--- config.mk ---
export PLATFORM = sky130hd
export DESIGN_NAME = trig_delay_unit
export DESIGN_NICKNAME = d
export VERILOG_FILES = /design/src/rtl/tdu_pkg.sv /design/src/rtl/tdu_regs.sv /design/src/rtl/tdu_scale.sv /design/src/rtl/tdu_countdown.sv /design/src/rtl/trig_delay_unit.sv
export SDC_FILE = /design/constraint.sdc
export NUM_CORES = 1
export LEC_CHECK = 0
export BUFFER_PORTS_ARGS = -buffer_cell sky130_fd_sc_hd__clkbuf_2
export CAP_MARGIN = 20
export CORE_ASPECT_RATIO = 0.9
export CORE_MARGIN = 3
export CORE_UTILIZATION = 40
export DETAILED_ROUTE_END_ITERATION = 7
export HOLD_SLACK_MARGIN = 0.05
export SLEW_MARGIN = 20
export SYNTH_ARGS = -nofsm -noshare
export SYNTH_HDL_FRONTEND = slang
export SYNTH_SLANG_ARGS = --single-unit
--- constraint.sdc ---
create_clock -name clk_i -period 3.2 [get_ports clk_i]
set_input_delay 0.48 -clock clk_i [delete_from_list [all_inputs] [get_ports clk_i]]
set_output_delay 0.48 -clock clk_i [all_outputs]
set_load 0.02 [all_outputs]
--- src/rtl/tdu_pkg.sv ---
`timescale 1ns/1ps
package tdu_pkg;
  localparam int unsigned ADDR_W = 2;

  localparam logic [ADDR_W-1:0] A_COUNT = 2'd0;
  localparam logic [ADDR_W-1:0] A_MULT  = 2'd1;
  localparam logic [ADDR_W-1:0] A_STAT  = 2'd2;

  localparam int unsigned ST_RUN   = 0;
  localparam int unsigned ST_FIRED = 1;

  typedef struct packed {
    logic fired;
    logic running;
  } tdu_stat_t;
endpackage

--- src/rtl/tdu_regs.sv ---
`timescale 1ns/1ps
module tdu_regs
  import tdu_pkg::*;
#(
  parameter int unsigned CNT_W  = 8,
  parameter int unsigned MUL_N  = 5,
  parameter int unsigned DATA_W = 8
) (
  input  logic              clk_i,
  input  logic              rst_ni,
  input  logic              we_i,
  input  logic [ADDR_W-1:0] addr_i,
  input  logic [DATA_W-1:0] wdata_i,
  input  tdu_stat_t         stat_i,
  output logic [CNT_W-1:0]  count_o,
  output logic [MUL_N-1:0]  mult_o,
  output logic              clr_o,
  output logic [DATA_W-1:0] rdata_o
);
  logic [CNT_W-1:0] count_q;
  logic [MUL_N-1:0] mult_q;

  always_ff @(posedge clk_i or negedge rst_ni) begin
    if (!rst_ni) begin
      count_q <= '0;
      mult_q  <= '0;
    end else if (we_i) begin
      if (addr_i == A_COUNT) count_q <= wdata_i[CNT_W-1:0];
      if (addr_i == A_MULT)  mult_q  <= wdata_i[MUL_N-1:0];
    end
  end

  // status clear is a strobe, not a stored bit
  assign clr_o = we_i && (addr_i == A_STAT) && wdata_i[ST_FIRED];

  always_comb begin
    rdata_o = '0;
    unique case (addr_i)
      A_COUNT: rdata_o[CNT_W-1:0] = count_q;
      A_MULT:  rdata_o[MUL_N-1:0] = mult_q;
      A_STAT: begin
        rdata_o[ST_RUN]   = stat_i.running;
        rdata_o[ST_FIRED] = stat_i.fired;
      end
      default: rdata_o = '0;
    endcase
  end

  assign count_o = count_q;
  assign mult_o  = mult_q;
endmodule

--- src/rtl/tdu_scale.sv ---
`timescale 1ns/1ps
module tdu_scale #(
  parameter int unsigned CNT_W = 8,
  parameter int unsigned MUL_N = 5,
  parameter int unsigned DLY_W = CNT_W + MUL_N * (MUL_N + 1) / 2
) (
  input  logic [CNT_W-1:0] count_i,
  input  logic [MUL_N-1:0] mult_i,
  output logic [DLY_W-1:0] delay_o,
  output logic             zero_o
);
  logic [MUL_N:0][DLY_W-1:0] stage;

  assign stage[0] = DLY_W'(count_i);

  // select bit i multiplies by 2^(i+1); stages chain so factors multiply
  for (genvar gi = 0; gi < MUL_N; gi++) begin : g_stage
    localparam int unsigned SH = gi + 1;
    assign stage[gi+1] = mult_i[gi] ? (stage[gi] << SH) : stage[gi];
  end

  assign delay_o = stage[MUL_N];
  // shifts are lossless at DLY_W, so zero only when the count is zero
  assign zero_o  = (count_i == '0);
endmodule

--- src/rtl/tdu_countdown.sv ---
`timescale 1ns/1ps
module tdu_countdown #(
  parameter int unsigned DLY_W = 23
) (
  input  logic             clk_i,
  input  logic             rst_ni,
  input  logic             trig_i,
  input  logic             word_i,
  input  logic             clr_i,
  input  logic [DLY_W-1:0] delay_i,
  input  logic             zero_i,
  output logic             pulse_o,
  output logic             running_o,
  output logic             fired_o
);
  logic [DLY_W-1:0] cnt_q;
  logic             run_q, fired_q, pulse_q;
  logic             last_word;

  assign last_word = word_i && (cnt_q == DLY_W'(1));

  always_ff @(posedge clk_i or negedge rst_ni) begin
    if (!rst_ni) begin
      cnt_q   <= '0;
      run_q   <= 1'b0;
      fired_q <= 1'b0;
      pulse_q <= 1'b0;
    end else begin
      pulse_q <= 1'b0;
      if (run_q) begin
        if (last_word) begin
          cnt_q   <= '0;
          run_q   <= 1'b0;
          fired_q <= 1'b1;
          pulse_q <= 1'b1;
        end else if (word_i) begin
          cnt_q <= cnt_q - DLY_W'(1);
        end
      end else if (fired_q) begin
        if (clr_i) fired_q <= 1'b0;
      end else if (trig_i) begin
        if (zero_i) begin
          fired_q <= 1'b1;
          pulse_q <= 1'b1;
        end else begin
          cnt_q <= delay_i;
          run_q <= 1'b1;
        end
      end
    end
  end

  assign pulse_o   = pulse_q;
  assign running_o = run_q;
  assign fired_o   = fired_q;
endmodule

--- src/rtl/trig_delay_unit.sv ---
`timescale 1ns/1ps
module trig_delay_unit
  import tdu_pkg::*;
#(
  parameter int unsigned CNT_W  = 8,
  parameter int unsigned MUL_N  = 5,
  parameter int unsigned DATA_W = 8
) (
  input  logic              clk_i,
  input  logic              rst_ni,
  input  logic              trig_i,
  input  logic              word_i,
  input  logic              reg_we_i,
  input  logic [1:0]        reg_addr_i,
  input  logic [DATA_W-1:0] reg_wdata_i,
  output logic [DATA_W-1:0] reg_rdata_o,
  output logic              trig_o,
  output logic              running_o,
  output logic              fired_o
);
  localparam int unsigned DLY_W = CNT_W + MUL_N * (MUL_N + 1) / 2;

  logic [CNT_W-1:0] count;
  logic [MUL_N-1:0] mult;
  logic [DLY_W-1:0] delay;
  logic             delay_zero;
  logic             stat_clr;
  tdu_stat_t        stat;

  tdu_regs #(.CNT_W(CNT_W), .MUL_N(MUL_N), .DATA_W(DATA_W)) u_regs (
    .clk_i   (clk_i),
    .rst_ni  (rst_ni),
    .we_i    (reg_we_i),
    .addr_i  (reg_addr_i),
    .wdata_i (reg_wdata_i),
    .stat_i  (stat),
    .count_o (count),
    .mult_o  (mult),
    .clr_o   (stat_clr),
    .rdata_o (reg_rdata_o)
  );

  tdu_scale #(.CNT_W(CNT_W), .MUL_N(MUL_N), .DLY_W(DLY_W)) u_scale (
    .count_i (count),
    .mult_i  (mult),
    .delay_o (delay),
    .zero_o  (delay_zero)
  );

  tdu_countdown #(.DLY_W(DLY_W)) u_cd (
    .clk_i     (clk_i),
    .rst_ni    (rst_ni),
    .trig_i    (trig_i),
    .word_i    (word_i),
    .clr_i     (stat_clr),
    .delay_i   (delay),
    .zero_i    (delay_zero),
    .pulse_o   (trig_o),
    .running_o (running_o),
    .fired_o   (fired_o)
  );

  assign stat.running = running_o;
  assign stat.fired   = fired_o;
endmodule

Word level (Yosys, flattened, before mapping). Index checks and enable logic that the tools add are counted. Widths: inputs -> output; s select.

Equality and inequality tests: 7. Reduce and logical (&&, ||, !) cells: 9. Add/subtract/negate cells: 1. Multiplexer cells: 28.

Operator list (count): $mux 23 (10); $eq 23x1->1 const B (1); $sub 23x1->23 const B (1); $mux 1 (14); $mux 9 (1); $logic_not 8->1 (1); $pmux 2 s3 (1); $pmux 3 s2 (1); $ne 2x1->1 const B (2); $reduce_and 2->1 (2); $reduce_and 4->1 (1); $logic_and 1x1->1 (3); $mux 3 (1); $ne 3x3->1 const B (1); $eq 2x1->1 const B (1); $eq 2x2->1 const B (1); $logic_not 2->1 (1); $ne 2x2->1 const B (1); $reduce_bool 2->1 (1).

Output and inout port bits: 11. Flip-flop bits (word level): 39.

Longest topological paths before layout. Gate-level depths: netlist of run 1.

Word-level depth: 9. Depth in mapped cells: 9. Mapped depth without buffers: 8.

By module. A second synthesis of run 1 with hierarchy kept.

Cell total of the unflattened synthesis: 358. Area total of the unflattened synthesis: 3178.0 um2.

By module, submodules not included: tdu_countdown (sequential area each 650.6 um2, area an instance 1689.1 um2, cells each 193, times used 1); tdu_scale (sequential area each 0.0 um2, area an instance 844.6 um2, cells each 119, times used 1); tdu_regs (sequential area each 325.3 um2, area an instance 644.4 um2, cells each 46, times used 1).

Worst setup path before layout of run 1. No wires, ideal clock.

Kind: register -> register. Start: register u_cd.cnt_q[11]. End: register u_cd.cnt_q[4]. Arrival: 2209 ps. Setup slack: 866 ps. Required time: 3074 ps. Stages on the path, launching flop included: 7. Cell sequence: dfrtp_1 or4_4 or3_4 o41ai_4 buf_6 o21ai_1 a221o_1.

Longest elaborated chain between the ends: 4.

Ends and longest elaborated chain: start, declared (RTL line tdu_countdown.sv:16) `logic [DLY_W-1:0] cnt_q;`; start signal, assigned (RTL line tdu_countdown.sv:37) `cnt_q <= cnt_q - DLY_W'(1);`; start signal, assigned (RTL line tdu_countdown.sv:46) `cnt_q <= delay_i;`; $eq 23x1->1 * (RTL line tdu_countdown.sv:20) `assign last_word = word_i && (cnt_q == DLY_W'(1));`; $logic_and 1x1->1 * (RTL line tdu_countdown.sv:20); $ne 3x3->1 (no source line) / $mux 23 (equally long branches); $reduce_and 4->1 (no source line) / $mux 23 (equally long branches).

Every way passes the cells marked *; elsewhere a longest branch is shown, timed or not. A chain may end at the register's enable or synchronous reset.

Worst setup path after layout of run 1.
Start: register u_cd.cnt_q[11]. End: register u_cd.cnt_q[5].

Same word-level chain as after synthesis.

==> results of run 1 <==
-- final timing paths --
path	startpoint	endpoint	slack [ns]	cells past startpoint
worst min register to register	u_cd.cnt_q[18]	u_cd.cnt_q[18]	0.52	2
min in group clk_i	reg_wdata_i[5]	u_regs.count_o[5]	0.42	2
worst max-delay path	u_cd.cnt_q[11]	u_cd.cnt_q[5]	0.64	7
max in group asynchronous	rst_ni	u_regs.mult_o[4]	2.34	1
worst min-delay path	rst_ni	u_cd.cnt_q[6]	0.30	1
worst max register to register	u_cd.cnt_q[11]	u_cd.cnt_q[5]	0.64	7
-- state kept, by name (all words and copies together) (netlist names) --
signal,count
u_cd.cnt_q,23
u_cd.fired_o,1
u_cd.running_o,1
u_regs.mult_o,5
u_cd.pulse_o,1
u_regs.count_o,8
-- Yosys cell counts (3+ instances only) --
library cell and count:
a21oi_1 19, a22oi_1 3, a32oi_1 5, and2_1 6, buf_1 3, clkbuf_1 15
dfrtp_1 39, inv_1 6, mux2_2 20, mux2i_1 20, mux4_2 4, nand2_1 24
nand3_1 21, nand3b_1 5, nor2_1 41, nor2b_1 5, nor3_1 14, nor3b_1 3
nor4_1 5, o21a_1 3, o21ai_0 27, o21ai_1 4, o221ai_1 3, or3_1 4
or4_1 5
-- cell families (layout without fill, tap and decap cells) --
kind of cell	after synthesis	count (layout)	share of synthesized area
simple gates	141	141	0.237
compound gates	90	90	0.206
mux	44	44	0.173
flops	39	39	0.328
buf+inv	29	51	0.0434
fa+ha+maj	2	2	0.00842
xor+xnor	1	1	0.00295
-- final cells by class --
| cell class | count | area (sq um) | area share |
|---|---|---|---|
| timing repair buffer | 36 | 208 | 0.0627 |
| clock inverter | 2 | 35.0 | 0.0106 |
| sequential | 39 | 976 | 0.295 |
| clock buffer | 6 | 82.6 | 0.0249 |
| multi-input combinational | 278 | 1870 | 0.564 |
| inverter | 7 | 26.3 | 0.00794 |
| tap | 93 | 116 | 0.0351 |
-- per-stage QoR --
| stage | utilization | power, W | std cells | hold slack, ns | cell area, sq um |
|---|---|---|---|---|---|
| floorplan | - | 0.00187 | 346 | 0.184 | 2970 |
| global placement | 0.447 | 0.00222 | 453 | 0.494 | 3190 |
| detailed placement | 0.447 | 0.00222 | 453 | 0.512 | 3190 |
| CTS | 0.463 | 0.00267 | 461 | 0.379 | 3310 |
| global route | 0.463 | 0.00290 | 461 | 0.372 | 3310 |
| finish | 0.463 | 0.00268 | 461 | 0.296 | 3310 |
-- power groups by stage --
stage | registers (W) | logic, W | clock network (W)
floorplan | 0.000806 | 0.00106 | 0
global placement | 0.000876 | 0.00134 | 0
detailed placement | 0.000883 | 0.00134 | 0
CTS | 0.000873 | 0.00135 | 0.000453
global route | 0.000908 | 0.00151 | 0.000479
finish | 0.000877 | 0.00136 | 0.000443
-- layer usage --
metal / part of all wire / global-route usage / routed length (um) / up-vias
met1: 0.50 / 0.280 / 3940 / 1357
met5: 0 / 0 / 0 / -
met4: 0.017 / 0.0536 / 133 / 0
met3: 0.043 / 0.0318 / 343 / 11
li1: - / - / - / 1341
met2: 0.44 / 0.298 / 3500 / 71
==> metrics.txt, run 1 <==
# TYPE chip_impl_metric gauge
chip_impl_metric{name="yosys_reg_bits",unit=""} 39
chip_impl_metric{name="track_usage",unit=""} 0.193
chip_impl_metric{name="clk_pin_slew",unit="ns"} 0.09
chip_impl_metric{name="hold_viol",unit=""} 0
chip_impl_metric{name="dr_total_vias",unit=""} 2780
chip_impl_metric{name="grt_pass1_wl",unit="mm"} 13.4
chip_impl_metric{name="drv_cap",unit=""} 0
chip_impl_metric{name="port_buffers",unit=""} 25
chip_impl_metric{name="diodes",unit=""} 0
chip_impl_metric{name="synth.net_count",unit=""} 363
chip_impl_metric{name="detail-route-antenna-nets",unit=""} 0
chip_impl_info{name="critical_path_type",value="flop to flop"} 1
chip_impl_metric{name="drt-wirelength-per-cell",unit="um"} 17.2
chip_impl_metric{name="std_cell_rows",unit=""} 29
chip_impl_info{name="run_status",value="finished, final reports clean"} 1
chip_impl_metric{name="synth_cells",unit=""} 346
chip_impl_metric{name="clock-skew-final",unit="ns"} 0.0144
chip_impl_info{name="timing.hold.worst.class",value="input pin to async pin"} 1
chip_impl_info{name="timing.critical_path.from_type",value="flop"} 1
chip_impl_metric{name="core",unit="sq um"} 7150
chip_impl_metric{name="area_growth_syn_to_layout",unit="%"} 11.4
chip_impl_metric{name="dieArea",unit="sq um"} 8500
chip_impl_metric{name="final_number_of_max_transition_violations",unit=""} 0
chip_impl_metric{name="die_x",unit="um"} 96.9
chip_impl_metric{name="cp.buffers_inverters",unit=""} 1
chip_impl_metric{name="gpl.final_weighted_congestion",unit=""} 0.853
chip_impl_metric{name="chipHeight",unit="um"} 87.8
chip_impl_metric{name="clock_share_of_power",unit=""} 0.165
chip_impl_metric{name="cp.required",unit="ns"} 3.39
chip_impl_metric{name="antenna_found_initial",unit=""} 0
chip_impl_info{name="end_kind",value="flop"} 1
chip_impl_metric{name="wirelength",unit="mm"} 7.91
chip_impl_metric{name="power.share.combinational",unit=""} 0.508
chip_impl_metric{name="dp.final_hpwl",unit="mm"} 5.81
chip_impl_metric{name="intPower",unit="W"} 0.00147
chip_impl_metric{name="post-synth-top-area-fraction",unit=""} 0.328
chip_impl_metric{name="post_cts_resized",unit=""} 0
chip_impl_metric{name="worst_slew_margin_rel",unit=""} 0.410
chip_impl_metric{name="design.final.nets",unit=""} 384
chip_impl_metric{name="number_of_library_cell_types_mapped_by_synthesis",unit=""} 59
chip_impl_metric{name="synth_seq_area_share",unit=""} 0.328
chip_impl_metric{name="cts_inserted_buffers",unit=""} 5
chip_impl_info{name="layout.cells.most_common_list",value="41 x nor2_1, 39 x dfrtp_1, 27 x o21ai_0, 24 x nand2_1, 24 x clkbuf_2"} 1
chip_impl_info{name="slowest_stage",value="or4_4"} 1
chip_impl_metric{name="cts.repair_timing.setup_buffer_count",unit=""} 0
chip_impl_info{name="clock_tree.root_cell",value="clkbuf_8"} 1
chip_impl_metric{name="fillCellCount",unit=""} 699
chip_impl_metric{name="cts.sink_count",unit=""} 39
chip_impl_metric{name="largest_stage_delay_worst_path",unit="ns"} 0.57
chip_impl_metric{name="fin_crit_sh",unit=""} 0.800
chip_impl_metric{name="fmax",unit="MHz"} 391
chip_impl_info{name="crit_chain",value="or4_4 > or3_4 > o41ai_4 > buf_4 > nor2_1 > a221oi_2 > o21ai_1"} 1
chip_impl_metric{name="yosysWarningCount",unit=""} 0
chip_impl_info{name="rsz0062_at_grt",value="false"} 1
chip_impl_metric{name="fin_ws",unit="ns"} 0.639
chip_impl_info{name="synth_area_leader_cell",value="dfrtp_1"} 1
chip_impl_metric{name="seq_power_share",unit=""} 0.327
chip_impl_metric{name="cts_hold_buf",unit=""} 0
chip_impl_metric{name="powerDensity",unit="nW/um^2"} 810
chip_impl_metric{name="power.static_leakage",unit="nW"} 1.37
chip_impl_metric{name="cts.path.max_buffers",unit=""} 2
chip_impl_metric{name="power.switching_fraction",unit=""} 0.452
chip_impl_metric{name="cp_data_arrival_time",unit="ns"} 2.75
chip_impl_info{name="post_synth_main_area_contributors",value="dfrtp_1 33%, mux2_2 7.6%, mux2i_1 6.7%"} 1
chip_impl_metric{name="final_layout_size_suffix_gt1_frac",unit=""} 0.204
chip_impl_metric{name="worst_slew_pin_slew",unit="ns"} 0.886
chip_impl_info{name="clock_tree_from_tritoncts",value="yes"} 1
chip_impl_metric{name="route.detailed.vias_per_inst",unit=""} 6.03
chip_impl_metric{name="dpl_worst_slack",unit="ns"} 0.674
chip_impl_metric{name="top_level_ports",unit=""} 26
chip_impl_metric{name="grt_pass1_vias",unit=""} 2619
chip_impl_metric{name="layout_min_cycle_time",unit="ns"} 2.56
chip_impl_info{name="mostFrequentLayoutCell",value="nor2_1"} 1
chip_impl_metric{name="vdd_ir_drop_max",unit="mV"} 0.323
chip_impl_metric{name="firstDrtPassIters",unit=""} 4
chip_impl_info{name="crit_family",value="simple AND/OR/NAND/NOR gates"} 1
chip_impl_metric{name="setup-violations-final",unit=""} 0
chip_impl_metric{name="insertion_delay",unit="ns"} 0.30
chip_impl_metric{name="drt-initial-drc-count",unit=""} 189
chip_impl_metric{name="cp_max_fo",unit=""} 21
chip_impl_metric{name="synthesis.area_per_instance",unit="sq um"} 8.59
chip_impl_metric{name="async_reset_ff_frac",unit=""} 1.00
chip_impl_metric{name="largest_net_degree_at_the_start_of_global_routing",unit=""} 40
chip_impl_metric{name="overflow",unit=""} 0
chip_impl_metric{name="synth_edf_count",unit=""} 0
chip_impl_metric{name="synthesis.area",unit="sq um"} 2970
chip_impl_info{name="synth_flop_cell",value="dfrtp_1"} 1
chip_impl_metric{name="h-tree-depth",unit=""} 2
chip_impl_metric{name="setup-tns-final",unit="ns"} 0
chip_impl_metric{name="power.net_switching",unit="W"} 0.00121
chip_impl_metric{name="drc_errors",unit=""} 0
chip_impl_metric{name="initial_utilization",unit=""} 0.416
Note: power is estimated with default switching activity, not from simulation.
==> run 2: changes to the inputs <==
clock period = 2.4 ns   (was 3.2 ns; I/O delays follow)
==> metrics.txt, run 2 (synthesis results as in run 1) <==
# TYPE chip_impl_metric gauge
chip_impl_metric{name="design_area",unit="sq um"} 3610
chip_impl_metric{name="drt-wirelength-per-cell",unit="um"} 16.9
chip_impl_info{name="rsz0062_at_grt",value="true"} 1
chip_impl_info{name="crit_path_frequent_cell",value="o21ai_0"} 1
chip_impl_metric{name="largest_net_degree_at_the_start_of_global_routing",unit=""} 23
chip_impl_metric{name="power.static_leakage",unit="nW"} 1.54
chip_impl_metric{name="cts_inserted_buffers",unit=""} 5
chip_impl_metric{name="overflow",unit=""} 0
chip_impl_metric{name="initial_utilization",unit=""} 0.416
chip_impl_metric{name="drc_errors",unit=""} 0
chip_impl_metric{name="wirelength",unit="mm"} 8.35
chip_impl_metric{name="fillCellCount",unit=""} 685
chip_impl_metric{name="dr_total_vias",unit=""} 2893
chip_impl_metric{name="port_buffers",unit=""} 25
chip_impl_metric{name="top_level_ports",unit=""} 26
chip_impl_metric{name="antenna_found_initial",unit=""} 0
chip_impl_info{name="clock_tree_from_tritoncts",value="yes"} 1
chip_impl_info{name="crit_family",value="simple AND/OR/NAND/NOR gates"} 1
chip_impl_metric{name="die_x",unit="um"} 96.9
chip_impl_info{name="run_status",value="finished, final reports clean"} 1
chip_impl_metric{name="drv_cap",unit=""} 0
chip_impl_info{name="slowest_stage",value="or4_4"} 1
chip_impl_metric{name="dp.final_hpwl",unit="mm"} 6.20
chip_impl_metric{name="cts.sink_count",unit=""} 39
chip_impl_metric{name="clk_pin_slew",unit="ns"} 0.08
chip_impl_metric{name="stdcell_count",unit=""} 493
chip_impl_metric{name="grt_pass1_vias",unit=""} 2751
chip_impl_metric{name="diodes",unit=""} 0
chip_impl_info{name="clock_tree.root_cell",value="clkbuf_8"} 1
chip_impl_metric{name="powerDensity",unit="nW/um^2"} 1070
chip_impl_metric{name="whs",unit="ns"} 0.294
chip_impl_metric{name="clock-skew-final",unit="ns"} 0.0109
chip_impl_metric{name="detail-route-antenna-nets",unit=""} 0
chip_impl_info{name="registers.top_by_ff_count",value="u_cd.cnt_q"} 1
chip_impl_info{name="critical_path_type",value="flop to flop"} 1
chip_impl_metric{name="fmax",unit="MHz"} 424
chip_impl_metric{name="cp.required",unit="ns"} 2.56
chip_impl_metric{name="grt_pass1_wl",unit="mm"} 13.9
chip_impl_metric{name="cp_data_arrival_time",unit="ns"} 2.52
chip_impl_metric{name="fin_crit_sh",unit=""} 0.984
chip_impl_metric{name="cp_max_fo",unit=""} 9
chip_impl_metric{name="postPlaceCellArea",unit="sq um"} 3410
chip_impl_metric{name="vdd_ir_drop_max",unit="mV"} 0.361
chip_impl_info{name="timing.hold.worst.class",value="input pin to flop"} 1
chip_impl_metric{name="worst_slew_margin_rel",unit=""} 0.542
chip_impl_metric{name="setup-violations-final",unit=""} 0
chip_impl_info{name="timing.critical_path.from_type",value="flop"} 1
chip_impl_metric{name="place.detailed.instances",unit=""} 480
chip_impl_metric{name="hold_viol",unit=""} 0
chip_impl_metric{name="route.detailed.vias_per_inst",unit=""} 5.87
chip_impl_metric{name="layout_min_cycle_time",unit="ns"} 2.36
chip_impl_info{name="end_kind",value="flop"} 1
chip_impl_metric{name="cp.buffers_inverters",unit=""} 2
chip_impl_info{name="layout.cells.most_common_list",value="40 x nor2_1, 39 x buf_4, 39 x dfrtp_1, 25 x o21ai_0, 25 x clkbuf_2"} 1
chip_impl_metric{name="chipHeight",unit="um"} 87.8
chip_impl_metric{name="area_growth_syn_to_layout",unit="%"} 21.4
chip_impl_metric{name="firstDrtPassIters",unit=""} 5
chip_impl_metric{name="final_layout_size_suffix_gt1_frac",unit=""} 0.273
chip_impl_metric{name="gpl.final_weighted_congestion",unit=""} 0.894
chip_impl_info{name="crit_chain",value="or3_4 > or4_4 > o41ai_4 > buf_6 > buf_4 > o21ai_0 > a21oi_1 > o21ai_0"} 1
chip_impl_metric{name="largest_stage_delay_worst_path",unit="ns"} 0.44
chip_impl_metric{name="final_number_of_max_transition_violations",unit=""} 0
chip_impl_metric{name="drt-initial-drc-count",unit=""} 246
chip_impl_metric{name="cts.path.max_buffers",unit=""} 2
chip_impl_metric{name="dieArea",unit="sq um"} 8500
chip_impl_metric{name="worst_slew_pin_slew",unit="ns"} 0.688
chip_impl_metric{name="insertion_delay",unit="ns"} 0.29
chip_impl_info{name="mostFrequentLayoutCell",value="nor2_1"} 1
chip_impl_metric{name="max_reg_flops",unit=""} 23
chip_impl_metric{name="track_usage",unit=""} 0.202
chip_impl_metric{name="std_cell_rows",unit=""} 29
chip_impl_metric{name="core",unit="sq um"} 7150
chip_impl_metric{name="design.final.nets",unit=""} 417
chip_impl_metric{name="h-tree-depth",unit=""} 2
[run 2: final cells by class]
type	count	area, sq um	share of cell area
multi-input cells	278	1890	0.523
flip-flops and latches	39	976	0.270
inverters	7	26.3	0.00728
well taps	93	116	0.0322
repair buffers	69	517	0.143
clock inverters	1	5.00	0.00139
clock buffers	6	82.6	0.0229
[run 2: where the power goes]
part	switching, W	total, W	internal (W)
Clock	0.000236	0.000462	0.000226
Combinational	0.00121	0.00231	0.00111
Sequential	0.000233	0.00110	0.000863
Total	0.00167	0.00387	0.00219
[run 2: worst paths after layout]
kind                                start           endpoint  slack [ns]  cells after the start
max                        u_cd.cnt_q[17]     u_cd.cnt_q[16]        0.04                      8
min reg2reg                 u_cd.cnt_q[6]      u_cd.cnt_q[6]        0.51                      2
min in group asynchronous          rst_ni      u_cd.cnt_q[2]        0.57                      3
max in group asynchronous          rst_ni   u_regs.mult_o[3]        1.56                      3
max reg2reg                u_cd.cnt_q[17]     u_cd.cnt_q[16]        0.04                      8
min                        reg_wdata_i[7]  u_regs.count_o[7]        0.29                      2
[run 2: metal layers]
metal	vias to the layer above	GRT usage	share of wire
met4	0	0.0421	0.0086
met1	1396	0.277	0.48
met5	-	0	0
met3	8	0.0398	0.051
met2	78	0.335	0.47
li1	1411	-	-
[run 2: timing repair]
item / 4_1_cts / 5_1_grt
gates resized for setup: 0 / 7
endpoints found under the hold margin: 17 / 0
endpoints found under the setup margin: 2 / 16
pin swaps: 1 / 1
gates cloned: 1 / 1
setup buffers: 1 / 2
hold buffers: 1 / 0
[run 2: through the flow]
stage	util	TNS [ns]	setup slack, ns	power, W
2_1_floorplan	-	0	0.0655	0.00249
3_3_place_gp	0.477	0	0.0490	0.00318
3_5_place_dp	0.477	-0.00131	-0.00131	0.00319
4_1_cts	0.496	0	0.0172	0.00376
5_1_grt	0.505	-0.133	-0.0427	0.00419
6_report	0.505	0	0.0389	0.00387
